**config.mk**
```make
export PLATFORM = sky130hd
export DESIGN_NAME = dmspi_master
export DESIGN_NICKNAME = d
export VERILOG_FILES = /design/src/rtl/dmspi_pkg.sv /design/src/rtl/dmspi_sync.sv /design/src/rtl/dmspi_clkgen.sv /design/src/rtl/dmspi_packer.sv /design/src/rtl/dmspi_master.sv
export SDC_FILE = /design/constraint.sdc
export NUM_CORES = 1
export LEC_CHECK = 0
export ABC_AREA = 1
export BUFFER_PORTS_ARGS = -buffer_cell sky130_fd_sc_hd__buf_4
export CELL_PAD_IN_SITES_DETAIL_PLACEMENT = 1
export CELL_PAD_IN_SITES_GLOBAL_PLACEMENT = 1
export CORE_UTILIZATION = 37
export CTS_CLUSTER_DIAMETER = 60
export CTS_CLUSTER_SIZE = 24
export DETAILED_ROUTE_END_ITERATION = 10
export PLACE_DENSITY_LB_ADDON = 0.1
export SETUP_SLACK_MARGIN = 0.02
export SLEW_MARGIN = 20
export SYNTH_ARGS = -nofsm -noshare
export SYNTH_HDL_FRONTEND = slang
export SYNTH_SLANG_ARGS = --single-unit
```
**constraint.sdc**
```tcl
create_clock -name clk -period 1.2 [get_ports clk]
set_input_delay 0.12 -clock clk [delete_from_list [all_inputs] [get_ports clk]]
set_output_delay 0.12 -clock clk [all_outputs]
set_load 0.05 [all_outputs]
```
**src/rtl/dmspi_pkg.sv**
```systemverilog
// Package: shared types for the dual-input interleaving SPI master.
// Assumes: nothing beyond the standard language.
package dmspi_pkg;

    // Frame controller states
    typedef enum logic [1:0] {
        ST_IDLE  = 2'd0,
        ST_RUN   = 2'd1,
        ST_DRAIN = 2'd2
    } dmspi_state_e;

    // Number of slave data lines merged into one word
    localparam int LANES = 2;

endpackage

```
**src/rtl/dmspi_sync.sv**
```systemverilog
// Module: dmspi_sync
// Brings one asynchronous serial input into the system clock domain through
// a chain of STAGES flops. Assumes STAGES >= 2; the latency is STAGES clocks.
module dmspi_sync #(
    parameter int STAGES = 2
) (
    input  logic clk,
    input  logic rst_n,
    input  logic d,
    output logic q
);
    logic [STAGES-1:0] chain;

    // Shift the raw input through the synchronizer chain
    always_ff @(posedge clk) begin
        if (!rst_n) begin
            chain <= '0;
        end else begin
            chain <= {chain[STAGES-2:0], d};
        end
    end

    assign q = chain[STAGES-1];
endmodule

```
**src/rtl/dmspi_clkgen.sv**
```systemverilog
// Module: dmspi_clkgen
// Produces the chip select and the mode-0 serial clock for one frame.
// A frame is split into 2*NBITS+1 half-periods of HALF_CYC system clocks:
// one lead half with sclk low, then NBITS high/low pairs, then the lag half.
// rise_evt is high in the cycle before sclk goes high. frame_end is high in
// the cycle before cs_n returns high. Assumes go is only raised while idle.
module dmspi_clkgen #(
    parameter int HALF_CYC = 4,
    parameter int NBITS    = 16
) (
    input  logic clk,
    input  logic rst_n,
    input  logic go,
    output logic sclk,
    output logic cs_n,
    output logic rise_evt,
    output logic frame_end
);
    localparam int PHASES = 2 * NBITS + 1;
    localparam int PW     = $clog2(PHASES + 1);
    localparam int CW     = (HALF_CYC > 1) ? $clog2(HALF_CYC) : 1;

    logic [CW-1:0] half_cnt;
    logic [PW-1:0] phase;
    logic [PW-1:0] phase_nx;
    logic          run_q;
    logic          sclk_q;
    logic          cs_q;
    logic          boundary;
    logic          fall_evt;

    // Decode the end of each half-period and what it starts
    always_comb begin
        boundary  = run_q && (half_cnt == CW'(HALF_CYC - 1));
        phase_nx  = phase + PW'(1);
        frame_end = boundary && (phase_nx == PW'(PHASES));
        rise_evt  = boundary && phase_nx[0] && !frame_end;
        fall_evt  = boundary && !phase_nx[0];
    end

    // Advance the half-period timer and drive sclk and cs_n
    always_ff @(posedge clk) begin
        if (!rst_n) begin
            run_q    <= 1'b0;
            half_cnt <= '0;
            phase    <= '0;
            sclk_q   <= 1'b0;
            cs_q     <= 1'b1;
        end else if (go) begin
            run_q    <= 1'b1;
            half_cnt <= '0;
            phase    <= '0;
            sclk_q   <= 1'b0;
            cs_q     <= 1'b0;
        end else if (boundary) begin
            half_cnt <= '0;
            phase    <= phase_nx;
            if (rise_evt) begin
                sclk_q <= 1'b1;
            end
            if (fall_evt) begin
                sclk_q <= 1'b0;
            end
            if (frame_end) begin
                run_q <= 1'b0;
                cs_q  <= 1'b1;
            end
        end else if (run_q) begin
            half_cnt <= half_cnt + CW'(1);
        end
    end

    assign sclk = sclk_q;
    assign cs_n = cs_q;
endmodule

```
**src/rtl/dmspi_packer.sv**
```systemverilog
// Module: dmspi_packer
// Collects LANES synchronized bits per sclk rising edge into one shift word.
// The rising-edge strobe is delayed by LAT clocks, matching the synchronizer
// latency, so each capture reads the level present at the edge. din's top
// lane lands in the higher bit of each group; the earliest group ends on top.
// Assumes LAT >= 2 and strobes at least two clocks apart.
module dmspi_packer #(
    parameter int LANES = 2,
    parameter int NBITS = 16,
    parameter int LAT   = 2
) (
    input  logic                   clk,
    input  logic                   rst_n,
    input  logic                   rise_evt,
    input  logic [LANES-1:0]       din,
    output logic [LANES*NBITS-1:0] word,
    output logic                   pending
);
    localparam int WW = LANES * NBITS;

    logic [LAT-1:0] strobe_pipe;
    logic [WW-1:0]  shreg;

    // Delay the capture strobe by the synchronizer latency
    always_ff @(posedge clk) begin
        if (!rst_n) begin
            strobe_pipe <= '0;
        end else begin
            strobe_pipe <= {strobe_pipe[LAT-2:0], rise_evt};
        end
    end

    // Shift one group of lane bits in at each delayed strobe
    always_ff @(posedge clk) begin
        if (!rst_n) begin
            shreg <= '0;
        end else if (strobe_pipe[LAT-1]) begin
            shreg <= {shreg[WW-LANES-1:0], din};
        end
    end

    assign word    = shreg;
    assign pending = |strobe_pipe;
endmodule

```
**src/rtl/dmspi_master.sv**
```systemverilog
// Module: dmspi_master (top)
// Runs one frame of NBITS mode-0 serial clocks on start. It reads miso_a and
// miso_b in parallel and presents the bits interleaved (A first in each pair,
// earliest pair at the MSB end) on rx_word with a one-cycle done pulse.
// Assumes HALF_CYC >= 1, SYNC_STAGES >= 2 and slaves that change data on the
// falling sclk edge.
module dmspi_master #(
    parameter int HALF_CYC    = 4,
    parameter int NBITS       = 16,
    parameter int SYNC_STAGES = 2
) (
    input  logic               clk,
    input  logic               rst_n,
    input  logic               start,
    input  logic               miso_a,
    input  logic               miso_b,
    output logic               cs_n,
    output logic               sclk,
    output logic               mosi,
    output logic [2*NBITS-1:0] rx_word,
    output logic               done,
    output logic               busy
);
    import dmspi_pkg::*;

    localparam int WW = LANES * NBITS;

    dmspi_state_e     state;
    logic             go;
    logic             rise_evt;
    logic             frame_end;
    logic             pending;
    logic [LANES-1:0] miso_raw;
    logic [LANES-1:0] miso_sync;
    logic [WW-1:0]    packed_word;
    logic [WW-1:0]    rx_q;
    logic             done_q;

    // Accept a start request only while idle
    assign go = start && (state == ST_IDLE);

    // Lane 1 carries slave A, lane 0 slave B
    assign miso_raw = {miso_a, miso_b};

    for (genvar g = 0; g < LANES; g++) begin : g_lane
        dmspi_sync #(.STAGES(SYNC_STAGES)) u_sync (
            .clk   (clk),
            .rst_n (rst_n),
            .d     (miso_raw[g]),
            .q     (miso_sync[g])
        );
    end

    dmspi_clkgen #(.HALF_CYC(HALF_CYC), .NBITS(NBITS)) u_clkgen (
        .clk       (clk),
        .rst_n     (rst_n),
        .go        (go),
        .sclk      (sclk),
        .cs_n      (cs_n),
        .rise_evt  (rise_evt),
        .frame_end (frame_end)
    );

    dmspi_packer #(.LANES(LANES), .NBITS(NBITS), .LAT(SYNC_STAGES)) u_packer (
        .clk      (clk),
        .rst_n    (rst_n),
        .rise_evt (rise_evt),
        .din      (miso_sync),
        .word     (packed_word),
        .pending  (pending)
    );

    // Frame sequencing: run, wait for the last capture, then publish
    always_ff @(posedge clk) begin
        if (!rst_n) begin
            state  <= ST_IDLE;
            rx_q   <= '0;
            done_q <= 1'b0;
        end else begin
            done_q <= 1'b0;
            case (state)
                ST_IDLE: begin
                    if (go) begin
                        state <= ST_RUN;
                    end
                end
                ST_RUN: begin
                    if (frame_end) begin
                        state <= ST_DRAIN;
                    end
                end
                ST_DRAIN: begin
                    if (!pending) begin
                        rx_q   <= packed_word;
                        done_q <= 1'b1;
                        state  <= ST_IDLE;
                    end
                end
                default: state <= ST_IDLE;
            endcase
        end
    end

    assign rx_word = rx_q;
    assign done    = done_q;
    assign busy    = (state != ST_IDLE);
    assign mosi    = 1'b0;
endmodule

```
==> results of run 1 <==
==> power groups by stage <==
| stage | Sequential, uW | Combinational (uW) | Clock, uW |
|---|---|---|---|
| finish | 2810 | 206 | 2050 |
| global route | 2810 | 230 | 2210 |
| CTS | 2810 | 200 | 2110 |
| detailed placement | 2870 | 184 | 0 |
| global placement | 2870 | 180 | 0 |
| floorplan | 2880 | 108 | 0 |
==> worst paths after layout <==
| check | start | endpoint | slack [ps] | depth (start not counted) |
|---|---|---|---|---|
| worst max-delay path | u_clkgen.phase[1]$_SDFFE_PP0P_ | state[1]$_SDFFE_PN0P_ | -110 | 9 |
| worst min-delay path | start | state[0]$_SDFFE_PN0P_ | 180 | 4 |
| worst max register to register | u_clkgen.phase[1]$_SDFFE_PP0P_ | state[1]$_SDFFE_PN0P_ | -110 | 9 |
| worst min register to register | g_lane[0].u_sync.chain[0]$_SDFF_PN0_ | g_lane[0].u_sync.chain[1]$_SDFF_PN0_ | 430 | 2 |
==> registers in the layout, indices dropped and copies added, names as in the netlist <==
name,flops
rx_word,32
u_packer.word,32
u_clkgen.phase,6
g_lane.u_sync.chain,4
state,2
u_clkgen.half_cnt,2
u_packer.strobe_pipe,2
done,1
u_clkgen.cs_n,1
u_clkgen.run_q,1
u_clkgen.sclk,1
==> cell type report <==
class | count | area (sq um) | area share
clock buffers | 9 | 124 | 0.0303
clock inverters | 7 | 73.8 | 0.0181
inverters | 25 | 101 | 0.0248
multi-input cells | 263 | 1330 | 0.326
flip-flops and latches | 84 | 1700 | 0.416
well taps | 102 | 128 | 0.0312
repair buffers | 69 | 624 | 0.153
==> cell usage after synthesis <==
library cell	count	share of area
a21oi_1	3	0.0049
a21oi_2	1	0.0029
a22oi_1	2	0.0049
buf_2	1	0.0016
buf_4	4	0.0099
clkbuf_1	16	0.020
conb_1	1	0.0012
dfxtp_1	84	0.55
ha_1	3	0.012
inv_1	25	0.031
mux2i_1	1	0.0033
nand2_1	25	0.031
nand2_2	1	0.0021
nand3_1	2	0.0033
nand3_2	3	0.0099
nand4_1	2	0.0041
nor2_1	144	0.18
nor2_2	2	0.0041
o21ai_0	69	0.11
o21ai_1	2	0.0033
o22ai_1	1	0.0021
xnor2_1	1	0.0029
==> cell families after synthesis <==
group | share of synthesized area
other cells | 0.00123
xor+xnor | 0.00288
buf+inv | 0.0622
mux | 0.00330
fa+ha+maj | 0.0124
simple gates | 0.232
compound gates | 0.132
flops | 0.554
==> what timing repair did <==
item                       4_1_cts  5_1_grt
setup endpoints to repair       45       77
setup buffers                    4        2
hold buffers                     2        0
gates cloned                     1        1
pin swaps                       12       17
resized for setup               34       56
hold endpoints to repair         2        0
==> stage by stage <==
stage / setup WS, ps / util / std cells
after floorplan: 20.2 / - / 393
final: -112 / 0.520 / 559
after global placement: -42.5 / 0.454 / 534
after detailed placement: -101 / 0.454 / 534
after CTS: -103 / 0.500 / 556
after global routing: -191 / 0.520 / 559
==> metal layers <==
metal | routed length, um | vias to the layer above | part of all wire | GRT usage
met1 | 3670 | 1227 | 0.49 | 0.232
met4 | 133 | 0 | 0.018 | 0.0820
met2 | 3550 | 36 | 0.47 | 0.301
met5 | 0 | - | 0 | 0
met3 | 196 | 12 | 0.026 | 0.0353
li1 | - | 1362 | - | -
==> worst reg2reg max path, delay by kind of cell, from the launching register on <==
family                   cells  cell delay (ps)
AND/OR/NAND/NOR              6              540
flip-flops                   1              390
adder cells (fa/ha/maj)      1              170
AO/OA/AOI/OAI                1              110
buffers and inverters        1               40
==> results.py, run 1 <==
metrics = {
    "status": {
        "status": "finished, violations left",
        "violations": "negative setup slack",
    },
    "drt": {
        "postRouteAntennaNets": 0,
        "drc": 0,
        "avgRoutedWirePerCell_um": 13.5,
        "dr.pass1.iters": 4,
        "via_per_inst": 4.72,
        "drt-total-wl_um": 7550,
        "vias": 2637,
        "drt_iter0_drc": 95,
    },
    "floorplanning": {
        "die_h_um": 92.6,
        "core-area_sq_um": 7850,
        "die-area_sq_um": 8570,
        "start_util": 0.387,
        "row_count": 32,
        "dieWidth_um": 92.6,
        "pin_count": 42,
    },
    "layout": {
        "syn_to_final_growth_pct": 34.5,
        "design_area_sq_um": 4080,
        "diodes": 0,
        "fin_nets": 460,
        "fill_cells": 993,
        "drive_gt1_frac": 0.293,
        "final_cell_mix": "nor2_1, dfxtp_1, buf_4, o21ai_0, inv_1",
        "final_common_cell": "nor2_1",
    },
    "sta": {
        "finalCriticalPeriod_ps": 1310,
        "rsz0062_at_grt": "true",
        "max_freq_ghz": 0.762,
        "fin_setup_tns_ps": -607,
        "fin_skew_ps": 10.6,
        "hold_violations": 0,
        "fin_ws_ps": -112,
        "holdWs_ps": 178,
        "fin_crit_sh": 1.09,
        "finalSetupViolations": 8,
        "slew_viol_final": 0,
    },
    "clocking": {
        "clock_latency_ps": 360,
        "cts_buffers": 9,
        "htreeDepth": 3,
        "clkTransAtPathRegs_ps": 80,
        "clock_tree.buffer_depth": 2,
        "root_buffer": "clkbuf_8",
        "cts_sinks": 84,
        "cts_tree": "done",
    },
    "placed_design": {
        "gp_congestion": 0.791,
        "place_hpwl_um": 4510,
        "dpl_cell_area_sq_um": 3560,
        "port_buffers": 40,
    },
    "grt": {
        "antenna_found_initial": 0,
        "grt_first_pass_wirelength_um": 12100,
        "grt_max_degree": 45,
        "grt_pass1_vias": 2593,
        "grt_overflow": 0,
        "track_usage": 0.183,
    },
    "setup_path": {
        "cp_slowest_cell": "dfxtp_4",
        "crit_type": "reg -> reg",
        "worst_setup_path_end_kind": "register",
        "crit_buf_inv": 1,
        "slowest_delay_ps": 390,
        "cp_max_fo": 4,
        "worstPathRequired_ps": 1490,
        "worstPathCellList": "ha_4 -> inv_2 -> nand2_2 -> nand3_2 -> nor2_4 -> nand2_4 -> nor2_4 -> nand3_2 -> a21oi_2",
        "cp_top_family": "simple AND/OR/NAND/NOR gates",
        "start_kind": "register",
        "arrival_ps": 1600,
    },
    "power_and_ir_drop": {
        "power.leakage_uw": 0.00184,
        "powerDensity_nw_per_um2": 1240,
        "power.total_uw": 5070,
        "peakVddDrop_mv": 0.484,
        "p_sw_uw": 1220,
        "internal-power_uw": 3850,
        "switching_share": 0.241,
        "combPwrFrac": 0.041,
        "clockPowerShare": 0.405,
        "p_seq_frac": 0.554,
    },
    "logic_synthesis": {
        "synth-seq-cells": 84,
        "yosysUniqueCellTypes": 22,
        "syn_area_per_cell_sq_um": 7.73,
        "yosys_warnings": 0,
        "syn_inst": 393,
        "netlist_area_sq_um": 3040,
        "synth.net_count": 401,
        "yosysSeqAreaShare": 0.554,
    },
    "min_path": {
        "hold_path.class": "in -> reg",
    },
    "job": {
        "drv_cap": 0,
    },
}
(Power assumes the default switching activity.)
==> run 2, diff against run 1 <==
Settings changed: CORE_UTILIZATION 37 to 41.
Clock period 1.2 ns to 1.5 ns, I/O delays scaled along.
==> run 2 against run 1 <==
Effect of this change: register-to-register slack improved by 250 ps; hold slack got worse by 27 ps; combinational power fell by 33%; setup slack improved by 250 ps; the run now ends clean; critical endpoint unchanged; clock skew rose by 3.5 ps; maximum frequency fell by 3.4%; cell area fell by 8.6%; clock-buffer cell count rose by 1.
==> results.py, run 2 (same netlist as run 1, synthesis figures left out) <==
metrics = {
    "grt": {
        "antenna_found_initial": 0,
        "track_usage": 0.178,
        "grt_max_degree": 36,
        "grt_pass1_vias": 2323,
        "grt_first_pass_wirelength_um": 10800,
        "grt_overflow": 0,
    },
    "setup_path": {
        "worst_setup_path_end_kind": "register",
        "cp-endpoint": "state[1]$_SDFFE_PN0P_",
        "r2r_end": "state[1]$_SDFFE_PN0P_",
        "cp-startpoint": "u_clkgen.phase[0]$_SDFFE_PP0P_",
        "worstPathRequired_ps": 1770,
        "r2r_slack_ps": 140,
        "rr_startpoint": "u_clkgen.phase[0]$_SDFFE_PP0P_",
        "arrival_ps": 1620,
        "crit_type": "reg -> reg",
        "reg2reg_depth": 9,
        "cp_max_fo": 5,
        "start_kind": "register",
    },
    "sta": {
        "fin_skew_ps": 14.1,
        "max_freq_ghz": 0.737,
        "holdWs_ps": 151,
        "fin_setup_tns_ps": 0,
        "hold_violations": 0,
        "finalCriticalPeriod_ps": 1360,
        "fin_crit_sh": 0.905,
        "slew_viol_final": 0,
        "rsz0062_at_grt": "false",
        "finalSetupViolations": 0,
    },
    "drt": {
        "drc": 0,
        "dr.pass1.iters": 4,
        "vias": 2554,
        "drt_iter0_drc": 73,
        "avgRoutedWirePerCell_um": 12.0,
        "postRouteAntennaNets": 0,
        "drt-total-wl_um": 6500,
        "via_per_inst": 4.73,
    },
    "power_and_ir_drop": {
        "power.leakage_uw": 0.00171,
        "peakVddDrop_mv": 0.551,
        "powerDensity_nw_per_um2": 1080,
    },
    "layout": {
        "fin_cells": 540,
        "drive_gt1_frac": 0.184,
        "utilization": 0.517,
        "final_common_cell": "nor2_1",
        "design_area_sq_um": 3730,
        "diodes": 0,
        "syn_to_final_growth_pct": 22.9,
        "final_cell_mix": "nor2_1, dfxtp_1, o21ai_0, buf_4, nand2_1",
        "fin_nets": 444,
    },
    "placed_design": {
        "place_hpwl_um": 4420,
        "place_inst": 522,
        "dpl_cell_area_sq_um": 3460,
        "gp_congestion": 0.860,
        "port_buffers": 40,
    },
    "clocking": {
        "clock_latency_ps": 340,
        "cts_buffers": 9,
        "root_buffer": "clkbuf_8",
        "cts_tree": "done",
        "clkTransAtPathRegs_ps": 90,
        "postCtsSetupBuffers": 0,
        "htreeDepth": 3,
        "cts_sinks": 84,
        "clock_tree.buffer_depth": 2,
    },
    "job": {
        "drv_cap": 0,
    },
    "min_path": {
        "hold_path.class": "in -> reg",
    },
    "floorplanning": {
        "die_h_um": 88.1,
        "core-area_sq_um": 7210,
        "pin_count": 42,
        "die-area_sq_um": 7750,
        "row_count": 31,
        "start_util": 0.421,
        "dieWidth_um": 88.1,
    },
    "status": {
        "status": "complete, no violations",
    },
}
-- run 2: metrics by stage --
stage	total power, uW	setup WS (ps)
5_1_grt	4210	15.2
3_5_place_dp	2440	62.5
6_report	4040	143
3_3_place_gp	2430	154
4_1_cts	4090	36.2
2_1_floorplan	2400	195
-- run 2: worst min path at each step --
stage | startpoint | endpoint | slack (ps) | cells past startpoint
finish | rst_n | rx_word[11]$_SDFFE_PN0P_ | 150 | 3
global route | rst_n | u_packer.word[4]$_SDFFE_PN0P_ | 160 | 3
CTS | rst_n | u_packer.word[1]$_SDFFE_PN0P_ | 140 | 3
detailed placement | miso_b | g_lane[0].u_sync.chain[0]$_SDFF_PN0_ | 340 | 3
global placement | miso_a | g_lane[1].u_sync.chain[0]$_SDFF_PN0_ | 340 | 3
floorplan | miso_b | g_lane[0].u_sync.chain[0]$_SDFF_PN0_ | 250 | 2
-- run 2: power breakdown --
part	leakage (uW)	switching [uW]	total [uW]	internal, uW
registers	0.000679	7.18	2250	2240
clock network	0.0000955	821	1650	827
logic	0.000936	91.9	139	46.8
-- run 2: routing by layer --
metal	routed length (um)	vias to the layer above	global-route usage
li1	-	1327	-
met1	3110	1187	0.236
met2	3150	35	0.300
met3	193	5	0.0264
met4	46	0	0.0572
met5	0	-	0
-- run 2: timing repair --
item                                    CTS  global route
endpoints found under the setup margin    0             7
resized for setup                         0            12
endpoints found under the hold margin     2             0
hold buffers                              2             0
-- run 2: layout make-up --
type                            instances  area, sq um
Clock buffer                           10          138
Multi-Input combinational cell        263         1200
Fill cell                             931         3480
Inverter                               25         93.8
Clock inverter                          6         70.1
Timing Repair Buffer                   53          419
Tap cell                               99          124
Sequential cell                        84         1680
-- run 2: worst max-delay path, cell delays in order (launching register included) --
cell	delay, ps
dfxtp_2	370
buf_6	130
nand3_2	80
nand2_1	70
nand2_1	80
nor2_2	120
nand2_2	100
nor2_4	130
nand3_2	70
a21oi_2	130
==> run 3, diff against run 2 <==
Settings changed: REMOVE_ABC_BUFFERS set to 1.
==> run 3 against run 2 <==
Effect of this change: global-route usage shrank 0.24 points; clock power increased by 8%; maximum frequency is 0.93% higher; wire length decreased by 2.8%; clock-buffer cell count is 1 lower; first-iteration DRC count is 67% higher; total power is 3.3% higher; non-clock buffer count decreased by 5; clock skew shrank 5.4 ps; flip-flop and latch count did not move; final cell count is 0.93% lower; register-to-register slack about the same; largest cell class unchanged.
==> results.py, run 3 (same netlist as run 1, synthesis figures left out) <==
metrics = {
    "power_and_ir_drop": {
        "switching_share": 0.223,
        "power.total_uw": 4170,
        "power.leakage_uw": 0.00169,
        "internal-power_uw": 3240,
        "p_seq_frac": 0.539,
        "combPwrFrac": 0.033,
        "clockPowerShare": 0.428,
        "powerDensity_nw_per_um2": 1130,
        "p_sw_uw": 929,
        "peakVddDrop_mv": 0.461,
    },
    "grt": {
        "grt_max_degree": 72,
        "antenna_found_initial": 0,
        "grt_overflow": 0,
        "grt_pass1_vias": 2359,
        "track_usage": 0.176,
        "grt_first_pass_wirelength_um": 10600,
    },
    "sta": {
        "fin_crit_sh": 0.897,
        "slew_viol_final": 0,
        "holdWs_ps": 168,
        "rsz0062_at_grt": "false",
        "finalSetupViolations": 0,
        "fin_skew_ps": 8.68,
        "hold_violations": 0,
        "max_freq_ghz": 0.743,
        "finalCriticalPeriod_ps": 1350,
        "fin_setup_tns_ps": 0,
    },
    "layout": {
        "final_common_cell": "nor2_1",
        "drive_gt1_frac": 0.170,
        "fin_cells": 535,
        "final_cell_mix": "nor2_1, dfxtp_1, o21ai_0, buf_4, nand2_1",
        "fill_cells": 934,
        "diodes": 0,
        "syn_to_final_growth_pct": 21.8,
        "design_area_sq_um": 3700,
        "regArea_sq_um": 1690,
        "fin_nets": 439,
        "multiInputGateArea_sq_um": 1180,
    },
    "drt": {
        "dr.pass1.iters": 4,
        "via_per_inst": 4.75,
        "avgRoutedWirePerCell_um": 11.8,
        "vias": 2542,
        "postRouteAntennaNets": 0,
        "drc": 0,
        "drt_iter0_drc": 122,
        "drt-total-wl_um": 6310,
    },
    "setup_path": {
        "worst_setup_path_end_kind": "register",
        "cp_max_fo": 6,
        "crit_type": "reg -> reg",
        "arrival_ps": 1630,
        "worstPathRequired_ps": 1780,
        "start_kind": "register",
    },
    "clocking": {
        "cts_tree": "done",
        "cts_buffers": 9,
        "htreeDepth": 3,
        "root_buffer": "clkbuf_8",
        "cts_sinks": 84,
        "clkTransAtPathRegs_ps": 80,
        "clock_latency_ps": 350,
        "clock_tree.buffer_depth": 2,
        "postCtsSetupBuffers": 0,
    },
    "job": {
        "drv_cap": 0,
    },
    "placed_design": {
        "place_inst": 517,
        "place_hpwl_um": 3920,
        "gp_congestion": 0.813,
        "port_buffers": 40,
        "dpl_cell_area_sq_um": 3440,
    },
    "floorplanning": {
        "pin_count": 42,
        "start_util": 0.421,
        "row_count": 31,
        "core-area_sq_um": 7210,
        "dieWidth_um": 88.1,
        "die-area_sq_um": 7750,
        "die_h_um": 88.1,
    },
    "status": {
        "status": "complete, no violations",
    },
    "min_path": {
        "hold_path.class": "in -> reg",
    },
}
==> run 3: final timing paths <==
path                            slack (ps)                            startpoint  depth (start not counted)                                   end
worst max-delay path                   150        u_clkgen.phase[0]$_SDFFE_PP0P_                          9                 state[1]$_SDFFE_PN0P_
worst min-delay path                   170                                 rst_n                          3        u_clkgen.phase[0]$_SDFFE_PP0P_
worst max register to register         150        u_clkgen.phase[0]$_SDFFE_PP0P_                          9                 state[1]$_SDFFE_PN0P_
worst min register to register         420  g_lane[0].u_sync.chain[0]$_SDFF_PN0_                          2  g_lane[0].u_sync.chain[1]$_SDFF_PN0_
==> run 3: layout make-up <==
| class | count | area share |
|---|---|---|
| inverter | 25 | 0.0254 |
| timing repair buffer | 48 | 0.106 |
| multi-input combinational | 263 | 0.320 |
| clock buffer | 9 | 0.0335 |
| sequential | 84 | 0.456 |
| tap | 99 | 0.0335 |
| clock inverter | 7 | 0.0267 |
==> run 3: routing by layer <==
metal  up-vias  global-route usage  wire length (um)
met2        27               0.297              3030
met5         -                   0                 0
met4         0              0.0894                76
met3         6              0.0320               152
met1      1197               0.215              3060
li1       1312                   -                 -
==> run 3: power groups by stage <==
stage,clock network (uW),logic (uW),registers (uW)
global placement,0,134,2300
CTS,1840,140,2250
global route,1930,156,2250
detailed placement,0,137,2300
finish,1780,138,2250
floorplan,0,65.6,2310
==> run 3: what timing repair did <==
action	CTS	global route
pin swaps	0	0
hold buffers	2	0
endpoints found under the hold margin	2	0
gates resized for setup	1	7
endpoints found under the setup margin	3	7
==> run 3: critical path, stage by stage, from the launching register on <==
cell	delay [ps]
dfxtp_4	400
ha_4	150
inv_1	40
nand2_1	70
nand3_1	100
nor2_2	120
nand2_2	100
nor2_2	120
nand3_2	80
a21oi_2	110
==> run 3: stage by stage <==
| step | setup slack, ps | utilization |
|---|---|---|
| detailed placement | 10.1 | 0.476 |
| CTS | 43.3 | 0.510 |
| finish | 155 | 0.513 |
| global route | 22.8 | 0.513 |
| floorplan | -573 | - |
| global placement | 106 | 0.476 |
